**config.mk**
```make
export PLATFORM = sky130hd
export DESIGN_NAME = uart_auto_flow
export DESIGN_NICKNAME = d
export VERILOG_FILES = /design/src/rtl/fc_pkg.sv /design/src/rtl/fc_sync.sv /design/src/rtl/fc_tx_gate.sv /design/src/rtl/fc_rx_flow.sv /design/src/rtl/uart_auto_flow.sv
export SDC_FILE = /design/constraint.sdc
export NUM_CORES = 1
export LEC_CHECK = 0
export BUFFER_PORTS_ARGS = -buffer_cell sky130_fd_sc_hd__buf_4
export CAP_MARGIN = 20
export CORE_MARGIN = 3
export CORE_UTILIZATION = 45
export DETAILED_ROUTE_END_ITERATION = 7
export PLACE_DENSITY = 0.74
export SLEW_MARGIN = 20
export SYNTH_ARGS = -nofsm -noshare
export SYNTH_HDL_FRONTEND = slang
export SYNTH_HIERARCHICAL = 1
export SYNTH_SLANG_ARGS = --single-unit
```
**constraint.sdc**
```tcl
create_clock -name clk -period 1.2 [get_ports clk]
set_input_delay 0.18 -clock clk [delete_from_list [all_inputs] [get_ports clk]]
set_output_delay 0.18 -clock clk [all_outputs]
set_load 0.03 [all_outputs]
```
**src/rtl/fc_pkg.sv**
```systemverilog
package fc_pkg;

   // Ladder step i (i = -1 .. 4). Step -1 is the empty floor, 0..3 are the
   // selectable trigger levels, 4 is the full ceiling.
   function automatic int unsigned fc_step(input int unsigned depth, input int idx);
      int unsigned v;
      case (idx)
         -1:      v = 0;
         0:       v = 1;
         1:       v = depth / 4;
         2:       v = depth / 2;
         3:       v = depth - 2;
         default: v = depth;
      endcase
      return v;
   endfunction

   localparam int unsigned FC_LADDER_LEN = 6;

endpackage

```
**src/rtl/fc_sync.sv**
```systemverilog
module fc_sync #(
   parameter int unsigned STAGES  = 2,
   parameter logic        RST_VAL = 1'b1
) (
   input  logic clk,
   input  logic rst_n,
   input  logic d,
   output logic q
);

   initial begin
      if (STAGES < 2) $fatal(1, "fc_sync: STAGES must be at least 2");
   end

   logic [STAGES-1:0] chain;

   always_ff @(posedge clk or negedge rst_n) begin
      if (!rst_n) chain <= {STAGES{RST_VAL}};
      else        chain <= {chain[STAGES-2:0], d};
   end

   assign q = chain[STAGES-1];

endmodule

```
**src/rtl/fc_tx_gate.sv**
```systemverilog
module fc_tx_gate (
   input  logic hold_en,
   input  logic flow_in_n,
   input  logic tx_req,
   input  logic tx_busy,
   output logic tx_hold,
   output logic tx_start
);

   // Only the start of a new character is gated; a busy shifter is untouched.
   assign tx_hold  = hold_en & flow_in_n;
   assign tx_start = tx_req & ~tx_busy & ~tx_hold;

endmodule

```
**src/rtl/fc_rx_flow.sv**
```systemverilog
module fc_rx_flow
   import fc_pkg::*;
#(
   parameter int unsigned FIFO_DEPTH = 16,
   localparam int unsigned LVL_W     = $clog2(FIFO_DEPTH + 1)
) (
   input  logic             clk,
   input  logic             rst_n,
   input  logic             auto_en,
   input  logic             manual_on,
   input  logic [1:0]       trig_sel,
   input  logic [LVL_W-1:0] rx_level,
   output logic             flow_out_n,
   output logic             trig_irq
);

   // Ladder table, entry k holds step k-1.
   logic [LVL_W-1:0] ladder [FC_LADDER_LEN];

   for (genvar k = 0; k < FC_LADDER_LEN; k++) begin : g_ladder
      assign ladder[k] = LVL_W'(fc_step(FIFO_DEPTH, k - 1));
   end

   logic [2:0]       idx_trig;
   logic [LVL_W-1:0] lvl_trig, lvl_up, lvl_dn;

   always_comb begin
      idx_trig = {1'b0, trig_sel} + 3'd1;
      lvl_trig = ladder[idx_trig];
      lvl_up   = ladder[idx_trig + 3'd1];
      lvl_dn   = ladder[idx_trig - 3'd1];
   end

   logic halted;
   logic live;
   logic go_halt, go_resume;

   assign live      = auto_en & manual_on;
   assign go_halt   = (rx_level >= lvl_up);
   assign go_resume = (rx_level < lvl_dn) || (rx_level == '0);

   always_ff @(posedge clk or negedge rst_n) begin
      if (!rst_n)         halted <= 1'b0;
      else if (!live)     halted <= 1'b0;
      else if (go_halt)   halted <= 1'b1;
      else if (go_resume) halted <= 1'b0;
   end

   always_ff @(posedge clk or negedge rst_n) begin
      if (!rst_n) trig_irq <= 1'b0;
      else        trig_irq <= (rx_level >= lvl_trig);
   end

   assign flow_out_n = auto_en ? (~manual_on | halted) : ~manual_on;

endmodule

```
**src/rtl/uart_auto_flow.sv**
```systemverilog
module uart_auto_flow #(
   parameter int unsigned FIFO_DEPTH  = 16,
   parameter int unsigned SYNC_STAGES = 2,
   localparam int unsigned LVL_W      = $clog2(FIFO_DEPTH + 1)
) (
   input  logic             clk,
   input  logic             rst_n,
   input  logic             auto_cts_en,
   input  logic             auto_rts_en,
   input  logic             sel_dsr,
   input  logic             rts_bit,
   input  logic             dtr_bit,
   input  logic [1:0]       trig_sel,
   input  logic [LVL_W-1:0] rx_level,
   input  logic             cts_n,
   input  logic             dsr_n,
   input  logic             tx_req,
   input  logic             tx_busy,
   output logic             tx_start,
   output logic             tx_hold,
   output logic             rts_n,
   output logic             dtr_n,
   output logic             rx_trig_irq
);

   initial begin
      if (FIFO_DEPTH < 8) $fatal(1, "uart_auto_flow: FIFO_DEPTH must be at least 8");
   end

   localparam int unsigned NPINS = 2;

   // Configuration flops, cleared by reset so both automatic modes start off.
   logic cts_en_q, rts_en_q, sel_q;

   always_ff @(posedge clk or negedge rst_n) begin
      if (!rst_n) begin
         cts_en_q <= 1'b0;
         rts_en_q <= 1'b0;
         sel_q    <= 1'b0;
      end else begin
         cts_en_q <= auto_cts_en;
         rts_en_q <= auto_rts_en;
         sel_q    <= sel_dsr;
      end
   end

   // Both inputs are synchronized so that switching the select never
   // exposes an unsynchronized pin.
   logic [NPINS-1:0] pin_raw, pin_sync;
   assign pin_raw = {dsr_n, cts_n};

   for (genvar p = 0; p < NPINS; p++) begin : g_sync
      fc_sync #(.STAGES(SYNC_STAGES), .RST_VAL(1'b1)) u_sync (
         .clk   (clk),
         .rst_n (rst_n),
         .d     (pin_raw[p]),
         .q     (pin_sync[p])
      );
   end

   logic flow_in_n;
   assign flow_in_n = sel_q ? pin_sync[1] : pin_sync[0];

   fc_tx_gate u_tx (
      .hold_en   (cts_en_q),
      .flow_in_n (flow_in_n),
      .tx_req    (tx_req),
      .tx_busy   (tx_busy),
      .tx_hold   (tx_hold),
      .tx_start  (tx_start)
   );

   logic manual_on, flow_out_n;
   assign manual_on = sel_q ? dtr_bit : rts_bit;

   fc_rx_flow #(.FIFO_DEPTH(FIFO_DEPTH)) u_rx (
      .clk        (clk),
      .rst_n      (rst_n),
      .auto_en    (rts_en_q),
      .manual_on  (manual_on),
      .trig_sel   (trig_sel),
      .rx_level   (rx_level),
      .flow_out_n (flow_out_n),
      .trig_irq   (rx_trig_irq)
   );

   assign rts_n = sel_q ? ~rts_bit : flow_out_n;
   assign dtr_n = sel_q ? flow_out_n : ~dtr_bit;

endmodule

```
==> results list <==
- For the worst setup path, the data required time is 1.02 ns.
- By area the synthesized netlist is led by sky130_fd_sc_hd__ha_1 (35%), sky130_fd_sc_hd__dfrtp_1 (16%), sky130_fd_sc_hd__dfstp_2 (14%).
- The cell count after synthesis came out at 73.
- Count of input and output buffers: 22
* Number of max-cap violations: 0
* Fraction of the yosys area taken by sequential cells: 30.3%
- Across all hold checks on the routed design, the worst slack comes to 0.0265 ns.
* Source-to-sink clock delay at the later pin of the worst-skew pair: 0.26 ns
* Final estimated routing congestion in global placement: 0.741
- Along the worst path, the maximum fanout reaches 3.
- STA classifies the critical path endpoint as an output port.
- Layout overhead on the synthesized area: 66.9%
- #FFs+latches synth: 9
- The path with the worst hold slack has its endpoint at cts_en_q.
- Number of enable flip-flop cells after synthesis: 0
- The worst path uses 136% of the clock period.
- Before CTS, the worst setup slack after placement is -0.491 ns.
- Along the worst hold path, the cell count comes to 1.
- The largest total area in the synthesized netlist belongs to sky130_fd_sc_hd__ha_1.
* Total leakage power: 0.618 nW
* Largest net degree at the start of global routing: 10
* Fraction of registers with async set or reset after synthesis: 100%
- The worst setup path is launched from a flip-flop.
- The finished layout holds 131 standard cells, fillers aside.
* Boundary pin count: 23
- Post-synth top area share: 34.6%
- Final number of setup-violating endpoints: 6
- The initial utilization of the core area, before any placement, comes to 49.3%.
- Post-synthesis instance area: 759 µm²
* Final global-route overflow total: 0
- Clock transition time at the flip-flop clock pins of the worst setup and hold paths: 0.06 ns
- Unique masters post-synth: 21
- Worst Path Class, Setup: reg2out
* Number of nets at the end of the flow: 155
- Number of rows created at floorplan: 14
- The detail route stage leaves a number of antenna-violating nets equal to 0.
- Among all flip-flop cells after synthesis, the most frequent one is sky130_fd_sc_hd__dfrtp_1.
- The floorplan step defined a die boundary enclosing 2220 µm².
* Slack of the worst reg-to-reg path: 0.04 ns
* Final Worst Setup Slack: -0.429 ns
* Number of levels in the clock H-tree: 1
- Result of the run: finished with violations
- First-pass iteration count of the detailed router: 4
- After layout, the minimum clock period comes to 1.63 ns.
- Hold/Removal Path Class: in2reg
- Between clock sinks in the finished design, the worst skew comes to 0.00856 ns.
* Unrepaired setup endpoints after global routing: yes
- Total CTS buffers: 3
- DPL Wire Length: 1.39 mm
- Max transition margin: 86.2%
- For this block, the via count after detailed routing is 676.
* Highest achievable clock rate: 0.614 GHz
- The endpoint identified for the worst register-to-register timing path is u_rx/halted.
- Vertical die dimension: 47.1 µm
* Residual DRC count: 0
- R2r startpoint: sel_q
- The clock drives 9 sinks.
- Number of antenna diodes: 0
- Top-count cell post-synth: sky130_fd_sc_hd__ha_1
- After detailed placement, the design holds a cell count of 124.
- The first global-routing pass estimated 3.11 mm of wire.
- The detailed router finished its first iteration with 5 violations.
* Placed standard-cell area: 1130 µm²
- In this run the horizontal extent of the chip is 47.1 µm.
- Layout filler cell count: 97
* End-of-flow core utilization: 82.2%
- Max clock buf depth: 2
- Flip-flop and latch area: 231 µm²
* Worst slew pin tran: 0.205 ns
* Power density relative to cell area: 751 nW/µm²
- The final-report max-slew violation count was 0.
- At the worst endpoint, the arrival time is 1.45 ns.
- Final hold violations: 0
- VDD sags by at most 1010 µV.
- After detailed routing, the number of vias per cell comes to 5.16.
- YS warnings: 6
- Dividing the detail-routed wire length by the instance count gives 15.0 µm.
* Via count of the first global-routing pass: 697
- Core footprint: 1540 µm²
- Of the cells placed in the final design, the portion with a size suffix greater than 1 is 59.1%.
* Average size of a mapped cell: 10.4 µm²
* Final cell area excluding filler cells: 1270 µm²
- Measured in cells, the most critical reg-to-reg path has a length of 4.
- In the final layout, the multi-input gates occupy 624 µm².
- TritonCTS clock tree: built
- Accumulated negative setup slack: -1.64 ns
* Total routing resource utilization after global routing: 20.6%
- The cell sitting at the root of the clock tree is a sky130_fd_sc_hd__clkbuf_4.
- Top cells by instance count after synthesis: sky130_fd_sc_hd__ha_1 (21), sky130_fd_sc_hd__inv_1 (10), sky130_fd_sc_hd__nand2_1 (7), sky130_fd_sc_hd__dfrtp_1 (5), sky130_fd_sc_hd__dfstp_2 (4)
- Total length of routed wires: 1.96 mm
* Net count after synthesis: 112
- The checks that failed: setup timing.
- Beginning of the worst hold path: auto_cts_en
* Total Power: 0.952 mW
- Number of antenna violations at the first check in global routing: 0
worst max path at each step:
stage,start,to,slack (ns),cells after the start
after CTS,sel_q,tx_start,-0.43,4
after global placement,trig_sel[0],u_rx/halted,-0.46,9
after detailed placement,trig_sel[0],u_rx/halted,-0.49,9
final,sel_q,tx_start,-0.43,4
after floorplan,trig_sel[0],u_rx/halted,-0.27,8
after global routing,sel_q,tx_start,-0.46,4
flip-flops by register name, indices dropped and copies added, names as in the netlist:
signal / flops
g_sync.u_sync/chain: 4
cts_en_q: 1
rts_en_q: 1
sel_q: 1
u_rx/halted: 1
u_rx/trig_irq: 1
layer usage:
layer,track usage [%],vias up,routed length [µm]
li1,-,338,-
met3,4.60,0,74
met4,3.31,0,0
met1,23.6,324,804
met2,39.3,14,1080
met5,0,-,0
final cells by class:
cell class / instances / share of cell area (%)
well taps: 16 / 1.58
multi-input cells: 54 / 49.3
clock buffers: 4 / 2.07
inverters: 10 / 3.36
repair buffers: 38 / 25.5
flip-flops and latches: 9 / 18.3
logic make-up (layout without fill, tap and decap cells):
logic type	count (synthesis)	count (layout)	synth area share, %
AO/OA/AOI/OAI	13	13	11.5
AND/OR/NAND/NOR	14	14	10.5
buffers and inverters	10	52	4.94
flip-flops	9	9	30.3
multiplexers	5	5	6.92
XOR/XNOR	1	1	1.15
adder cells (fa/ha/maj)	21	21	34.6
what timing repair did:
item                       4_1_cts  5_1_grt
setup endpoints to repair        6        6
resized for setup               13        6
pin swaps                        8        4
hold buffers                     1        0
buffers inserted                 2        0
hold endpoints to repair         9        0
critical path, cell delays in order (launching register included):
cell and delay [ns]:
sky130_fd_sc_hd__dfrtp_2 0.43, sky130_fd_sc_hd__mux2_4 0.30, sky130_fd_sc_hd__and2_4 0.14, sky130_fd_sc_hd__nor3b_4 0.17, sky130_fd_sc_hd__buf_6 0.15
power by group:
group          switching, mW  internal, mW  leakage [nW]
Combinational          0.179         0.211         0.503
Clock                 0.0965         0.128        0.0150
Sequential           0.00908         0.328         0.101
cell usage in the layout, fill, tap and decap left out, types with 2 or more instances in the layout:
master and n:
sky130_fd_sc_hd__a31oi_1 2, sky130_fd_sc_hd__clkbuf_4 3, sky130_fd_sc_hd__inv_1 7, sky130_fd_sc_hd__dfstp_2 4, sky130_fd_sc_hd__inv_2 2, sky130_fd_sc_hd__ha_1 14
sky130_fd_sc_hd__nand2b_4 2, sky130_fd_sc_hd__a21o_2 2, sky130_fd_sc_hd__a21oi_2 2, sky130_fd_sc_hd__ha_4 6, sky130_fd_sc_hd__buf_4 31, sky130_fd_sc_hd__mux2_4 2
sky130_fd_sc_hd__nand2_1 6, sky130_fd_sc_hd__dfrtp_1 4, sky130_fd_sc_hd__nor2b_1 2, sky130_fd_sc_hd__buf_6 4
(Power assumes the default switching activity.)
